===== src/rtl/pcmp_pkg.sv =====
`timescale 1ns/1ps
package pcmp_pkg;
  localparam int IDX_W = 4;
  localparam int SUB_W = 3;

  localparam int DST_LSB = 6;
  localparam int SRC1_LSB = 10;
  localparam int SRC2_LSB = 14;
  localparam int SUB_LSB = 18;
  localparam int PAD_LSB = 21;
  localparam int PAD_W = 5;

  localparam logic [SUB_W-1:0] SUB_LT_SIGNED = 3'd6;
  localparam logic [SUB_W-1:0] SUB_LT_UNSIGNED = 3'd7;

  typedef struct packed {
    logic wrEn;
    logic isSigned;
    logic [IDX_W-1:0] wrIdx;
    logic [IDX_W-1:0] srcA;
    logic [IDX_W-1:0] srcB;
  } pcmpStrobe_t;
endpackage


===== src/rtl/pcmp_lane.sv =====
`timescale 1ns/1ps
module pcmp_lane #(
  parameter int W = 8
) (
  input  logic [W-1:0] laneA,
  input  logic [W-1:0] laneB,
  input  logic         isSigned,
  output logic         lessThan
);
  logic signed [W:0] extA;
  logic signed [W:0] extB;

  always_comb begin
    extA = {isSigned & laneA[W-1], laneA};
    extB = {isSigned & laneB[W-1], laneB};
    lessThan = extA < extB;
  end
endmodule


===== src/rtl/pcmp_ctrl.sv =====
`timescale 1ns/1ps
module pcmp_ctrl
  import pcmp_pkg::*;
#(
  parameter int XLEN = 32
) (
  input  logic            clk,
  input  logic            rst,
  input  logic            instValid,
  input  logic [XLEN-1:0] instWord,
  output pcmpStrobe_t     strb,
  output logic            rsvdFlag
);
  logic [PAD_W-1:0] padField;
  logic [SUB_W-1:0] subOp;
  logic [IDX_W-1:0] dstSel;
  logic             padClean;
  logic             subKnown;
  logic             rsvdNext;
  logic             unusedBits;

  assign unusedBits = ^{instWord[XLEN-1:PAD_LSB+PAD_W], instWord[DST_LSB-1:0]};

  always_comb begin
    padField = instWord[PAD_LSB +: PAD_W];
    subOp    = instWord[SUB_LSB +: SUB_W];
    dstSel   = instWord[DST_LSB +: IDX_W];
    padClean = (padField == '0);
    subKnown = (subOp == SUB_LT_SIGNED) || (subOp == SUB_LT_UNSIGNED);

    strb.wrEn     = instValid && padClean && subKnown && (dstSel != '0);
    strb.isSigned = (subOp == SUB_LT_SIGNED);
    strb.wrIdx    = dstSel;
    strb.srcA     = instWord[SRC1_LSB +: IDX_W];
    strb.srcB     = instWord[SRC2_LSB +: IDX_W];
    rsvdNext      = instValid && padClean && !subKnown;
  end

  always_ff @(posedge clk) begin
    if (rst) rsvdFlag <= 1'b0;
    else     rsvdFlag <= rsvdNext;
  end

  assert_rsvd_cause_R7: assert property (@(posedge clk) disable iff (rst)
    rsvdFlag |-> ($past(instValid) && !$past(strb.wrEn)));

  assert_pad_quiet_R4: assert property (@(posedge clk) disable iff (rst)
    (instValid && instWord[PAD_LSB +: PAD_W] != '0) |=> !rsvdFlag);

  assert_idle_quiet_R8: assert property (@(posedge clk) disable iff (rst)
    !instValid |=> !rsvdFlag);
endmodule


===== src/rtl/pcmp_dp.sv =====
`timescale 1ns/1ps
module pcmp_dp
  import pcmp_pkg::*;
#(
  parameter int XLEN = 32,
  parameter int NREG = 16,
  parameter int LANE_W = 8
) (
  input  logic                    clk,
  input  logic                    rst,
  input  pcmpStrobe_t             strb,
  input  logic                    loadEn,
  input  logic [IDX_W-1:0]        loadIdx,
  input  logic [XLEN-1:0]         loadData,
  input  logic [IDX_W-1:0]        dbgIdx,
  output logic [XLEN-1:0]         dbgData
);
  localparam int LANES = XLEN / LANE_W;

  logic [NREG-1:1][XLEN-1:0] storage;
  logic [XLEN-1:0] opA;
  logic [XLEN-1:0] opB;
  logic [XLEN-1:0] laneRes;
  logic [XLEN-1:0] wrData;
  logic            sameSrc;

  function automatic logic [XLEN-1:0] readReg(input logic [IDX_W-1:0] idx);
    logic [XLEN-1:0] val;
    val = '0;
    for (int i = 1; i < NREG; i++) begin
      if (idx == IDX_W'(i)) val = storage[i];
    end
    return val;
  endfunction

  always_comb begin
    opA     = readReg(strb.srcA);
    opB     = readReg(strb.srcB);
    dbgData = readReg(dbgIdx);
  end

  for (genvar g = 0; g < LANES; g++) begin : gLane
    logic laneLt;
    pcmp_lane #(.W(LANE_W)) laneCmp (
      .laneA   (opA[g*LANE_W +: LANE_W]),
      .laneB   (opB[g*LANE_W +: LANE_W]),
      .isSigned(strb.isSigned),
      .lessThan(laneLt)
    );
    assign laneRes[g*LANE_W +: LANE_W] = {{(LANE_W-1){1'b0}}, laneLt};
  end

  assign sameSrc = (strb.srcA == strb.srcB);
  assign wrData  = sameSrc ? '0 : laneRes;

  always_ff @(posedge clk) begin
    if (rst) begin
      storage <= '0;
    end else begin
      for (int i = 1; i < NREG; i++) begin
        if (strb.wrEn && strb.wrIdx == IDX_W'(i))
          storage[i] <= wrData;
        else if (loadEn && loadIdx == IDX_W'(i))
          storage[i] <= loadData;
      end
    end
  end

  assert_hold_R8: assert property (@(posedge clk) disable iff (rst)
    (!strb.wrEn && !(loadEn && loadIdx != '0)) |=> $stable(storage));

  assert_same_src_zero_R6: assert property (@(posedge clk) disable iff (rst)
    (strb.wrEn && sameSrc) |-> (laneRes == '0));

  assert_no_wr_zero_R5: assert property (@(posedge clk) disable iff (rst)
    strb.wrEn |-> (strb.wrIdx != '0));

  assert_lane_bool_R2: assert property (@(posedge clk) disable iff (rst)
    strb.wrEn |-> ((laneRes & ~{LANES{{(LANE_W-1){1'b0}}, 1'b1}}) == '0));
endmodule


===== src/rtl/packed_byte_cmp.sv =====
`timescale 1ns/1ps
module packed_byte_cmp
  import pcmp_pkg::*;
#(
  parameter int XLEN = 32,
  parameter int NREG = 16,
  parameter int LANE_W = 8
) (
  input  logic             clk,
  input  logic             rst,
  input  logic             instValid,
  input  logic [XLEN-1:0]  instWord,
  output logic             rsvdFlag,
  input  logic             loadEn,
  input  logic [IDX_W-1:0] loadIdx,
  input  logic [XLEN-1:0]  loadData,
  input  logic [IDX_W-1:0] dbgIdx,
  output logic [XLEN-1:0]  dbgData
);
  pcmpStrobe_t strb;

  pcmp_ctrl #(.XLEN(XLEN)) ctrl_i (
    .clk      (clk),
    .rst      (rst),
    .instValid(instValid),
    .instWord (instWord),
    .strb     (strb),
    .rsvdFlag (rsvdFlag)
  );

  pcmp_dp #(.XLEN(XLEN), .NREG(NREG), .LANE_W(LANE_W)) dp_i (
    .clk     (clk),
    .rst     (rst),
    .strb    (strb),
    .loadEn  (loadEn),
    .loadIdx (loadIdx),
    .loadData(loadData),
    .dbgIdx  (dbgIdx),
    .dbgData (dbgData)
  );
endmodule


===== config.mk =====
export PLATFORM = sky130hd
export DESIGN_NAME = packed_byte_cmp
export DESIGN_NICKNAME = d
export VERILOG_FILES = /design/src/rtl/pcmp_pkg.sv /design/src/rtl/pcmp_lane.sv /design/src/rtl/pcmp_ctrl.sv /design/src/rtl/pcmp_dp.sv /design/src/rtl/packed_byte_cmp.sv
export SDC_FILE = /design/constraint.sdc
export NUM_CORES = 2
export LEC_CHECK = 0
export ABC_AREA = 1
export BUFFER_PORTS_ARGS = -buffer_cell sky130_fd_sc_hd__clkbuf_2
export CAP_MARGIN = 20
export CORE_MARGIN = 2
export CORE_UTILIZATION = 45
export CTS_BUF_LIST = sky130_fd_sc_hd__clkbuf_8
export CTS_CLUSTER_SIZE = 10
export DETAILED_ROUTE_END_ITERATION = 8
export SETUP_SLACK_MARGIN = 0.3
export SLEW_MARGIN = 25
export SYNTH_ARGS = -nofsm -noshare
export SYNTH_HDL_FRONTEND = slang
export SYNTH_SLANG_ARGS = --single-unit

===== constraint.sdc =====
create_clock -name clk -period 3.75 [get_ports clk]
set_input_delay 0.375 -clock clk [delete_from_list [all_inputs] [get_ports clk]]
set_output_delay 0.375 -clock clk [all_outputs]
set_load 0.005 [all_outputs]

==> run_results.csv <==
group,metric,value,unit
placement,place_congestion,0.987,
critical_path,required,4.36,ns
critical_path,cp_slowest_cell,"o22ai_1",
floorplan,die_w,259,µm
route,drc_errors,0,
layout,final.fill_count,6567,
yosys,synth_cell_types,40,
outcome,outcome,"finished clean",
sta,finalClockSkew,0.0391,ns
min_path,worst_hold_path_type,"primary input to register",
min_path,worstHoldEndpoint,"dp_i.storage[360]$_SDFFE_PP0P_",
sta,setup_ws,0.137,ns
yosys,ys_warn_count,0,
yosys,syn_nets,4686,
route,detail_route.wl_per_cell,23.1,µm
critical_path,path_max_fanout,7,
critical_path,cp-start-kind,"primary input",
global_routing,busiest_layer,"met2",
power,p_per_area,353,nW/µm²
clocking,root_buffer,"clkbuf_8",
critical_path,reg2reg_setup_slack,0.17,ns
power,ir_drop,0.267,mV
sta,max_freq,277,MHz
floorplan,die_height,259,µm
placement,hpwlAfterDp,96200,µm
yosys,synthCells,4578,
floorplan,rows,93,
floorplan,io_pins,109,
critical_path,crit_arrival,4.22,ns
clocking,cts.reportedPaths.clkPinSlew,0.06,ns
yosys,synth.avg_cell_area,6.40,µm²
yosys,yosysSeqAreaShare,32.9,%
floorplan,coreArea,64300,µm²
flow_run,cap_violations,0,
route,vias,33900,
global_routing,grt_usage,38.2,%
critical_path,r2r_end,"dp_i.storage[232]$_SDFFE_PP0P_",
clocking,cts-buffers-inserted,88,
sta,period_share,96.3,%
critical_path,r2r_start,"dp_i.storage[44]$_SDFFE_PP0P_",
global_routing,grt_util_met1,47.3,%
floorplan,initial_utilization,45.5,%
floorplan,die-area,67100,µm²
route,ant_nets,0,
global_routing,met2_usage,62.3,%
global_routing,grt_overflow,0,
min_path,hold_path_depth,3,
power,finalPower,0.0125,W
clocking,htreeDepth,3,
critical_path,setup.worst_path.class,"primary input to register",
yosys,synth.ff_latch_count,481,
layout,drive_gt1_share,16.6,%
layout,synthToLayoutAreaGrowth,21.0,%
sta,finalSetupViolations,0,
placement,dp_slack,-0.518,ns
yosys,synth_area,29300,µm²
clocking,tritoncts,"done",
global_routing,grt_max_degree,65,
global_routing,grt_pass1_vias,31400,
min_path,hp-start,"loadData[8]",
global_routing,grt_use_met3,5.78,%
placement,numPortBuffers,96,
sta,fin_crit,3.61,ns
sta,max-slew-margin-rel,27.4,%
route,wl,133000,µm
route,first_pass_iters,8,
sta,hold_viol,0,
critical_path,rr_worst_depth,21,
sta,drv_slew,0,
route,drtIter0Drc,4056,
power,leakagePower,17.3,nW
critical_path,cp-end-kind,"register",
clocking,clock_latency,0.72,ns
clocking,cts_sinks,481,
layout,final_util,55.1,%
global_routing,antenna_found_initial,5,
route,via_per_inst,5.92,
layout,nets,4922,
critical_path,cp_common_cell,"buf_4",
clocking,cts_max_path_buffers,3,
critical_path,cpPeakStageDelay,0.27,ns
global_routing,grt_pass1_wl,193000,µm
sta,rsz0062_at_grt,"true",
sta,worstMarginPinSlew,1.09,ns
cells in the final DEF, fill, tap and decap left out, drive strengths merged, types with 140 or more instances in the layout:
cell type	count
o21ai	320
nor2	278
buf	338
dfxtp	481
inv	920
o211ai	391
nand2	1071
clkbuf	207
a21oi	283
o22ai	140
cells by family after synthesis:
kind of cell / after synthesis / synth area share, %
simple gates: 1537 / 21.2
compound gates: 1331 / 29.0
buf+inv: 1193 / 15.4
flops: 481 / 32.9
fa+ha+maj: 32 / 1.37
xor+xnor: 4 / 0.120
synthesized netlist by cell type:
| library cell | instances | share of area (%) |
|---|---|---|
| nand2_1 | 1062 | 14 |
| inv_1 | 874 | 11 |
| dfxtp_1 | 481 | 33 |
| o211ai_1 | 391 | 10 |
| o21ai_0 | 311 | 5.3 |
| a21oi_1 | 283 | 4.8 |
| nor2_1 | 264 | 3.4 |
| clkbuf_1 | 242 | 3.1 |
| o22ai_1 | 140 | 3.0 |
| nand4_1 | 85 | 1.8 |
| o2111ai_1 | 84 | 2.5 |
| nand3_1 | 70 | 1.2 |
| o221ai_1 | 47 | 1.4 |
| a211oi_1 | 32 | 0.82 |
| ha_1 | 32 | 1.4 |
| buf_2 | 31 | 0.53 |
| buf_1 | 21 | 0.27 |
| inv_2 | 20 | 0.26 |
| nor3_1 | 16 | 0.27 |
| a221oi_1 | 13 | 0.39 |
| nor2_2 | 12 | 0.26 |
| nand2_2 | 9 | 0.19 |
| nor4_1 | 9 | 0.19 |
| o21ai_1 | 9 | 0.15 |
| a31oi_1 | 5 | 0.11 |
| o21a_1 | 5 | 0.13 |
| a2111oi_0 | 4 | 0.12 |
| clkinv_1 | 4 | 0.051 |
| xnor2_1 | 4 | 0.12 |
| a22oi_1 | 3 | 0.077 |
| or2_0 | 3 | 0.064 |
| nand3_2 | 2 | 0.068 |
| nor2_4 | 2 | 0.077 |
| o31ai_1 | 2 | 0.051 |
| buf_4 | 1 | 0.026 |
| nand3b_1 | 1 | 0.026 |
| o2111a_1 | 1 | 0.038 |
| o32ai_1 | 1 | 0.030 |
| or2_1 | 1 | 0.021 |
| or2_2 | 1 | 0.021 |
worst max-delay path by stage:
stage | slack [ns] | depth (start not counted) | end | start
2_1_floorplan | 0.31 | 24 | dp_i.storage[272]$_SDFFE_PP0P_ | instWord[11]
3_3_place_gp | -0.47 | 27 | dp_i.storage[8]$_SDFFE_PP0P_ | instWord[10]
3_5_place_dp | -0.52 | 27 | dp_i.storage[328]$_SDFFE_PP0P_ | instWord[11]
4_1_cts | 0.26 | 24 | dp_i.storage[168]$_SDFFE_PP0P_ | dp_i.storage[42]$_SDFFE_PP0P_
5_1_grt | -0.03 | 22 | dp_i.storage[312]$_SDFFE_PP0P_ | dp_i.storage[31]$_SDFFE_PP0P_
6_report | 0.14 | 29 | dp_i.storage[32]$_SDFFE_PP0P_ | instWord[10]
per-stage QoR:
step | hold slack (ns) | setup TNS, ns | std cells | instance area [µm²]
detailed placement | 0.480 | -23.37 | 5557 | 32600
CTS | 0.0217 | 0 | 5711 | 34600
floorplan | 0.444 | 0 | 4578 | 29300
finish | 0.0526 | 0 | 5729 | 35400
global route | 0.0401 | -0.119 | 5728 | 35400
global placement | 0.475 | -21.62 | 5557 | 32600
critical path: cells and delay by family:
| family | cells | cell delay [ns] |
|---|---|---|
| buffers and inverters | 10 | 1.56 |
| AOI/OAI and AO/OA | 9 | 1.25 |
| and+or+nand+nor | 9 | 0.81 |
| adders and majority gates | 1 | 0.19 |
metal layers:
layer  vias to the layer above  wire [µm]
li1                      15700          -
met1                     15800      50900
met2                      1863      59900
met3                       518      11900
met4                         6       9840
met5                         -         41
timing repair:
action | 4_1_cts | 5_1_grt
hold buffers | 3 | 0
resized for setup | 49 | 204
endpoints found under the setup margin | 45 | 66
endpoints found under the hold margin | 1 | 0
cloned | 1 | 4
setup buffers | 3 | 11
pin swaps | 16 | 52
layout make-up:
| class | instances | area (µm²) | area share [%] |
|---|---|---|---|
| clock buffer | 107 | 1470 | 4.16 |
| tap | 855 | 1070 | 3.02 |
| clock inverter | 40 | 215 | 0.607 |
| timing repair buffer | 441 | 3690 | 10.4 |
| antenna | 3 | 7.51 | 0.0212 |
| sequential | 481 | 9630 | 27.2 |
| inverter | 898 | 3380 | 9.55 |
| multi-input combinational | 2904 | 16000 | 45.0 |
report_power, final:
| group | internal [W] | total (W) | switching (W) |
|---|---|---|---|
| combinational | 0.000759 | 0.00215 | 0.00139 |
| clock | 0.00263 | 0.00505 | 0.00242 |
| sequential | 0.00522 | 0.00530 | 0.0000817 |
registers in the layout, summed over array words and instances (netlist names):
register and count:
dp_i.storage 480, ctrl_i.rsvdFlag 1
Power figures use the tool's default switching activity.
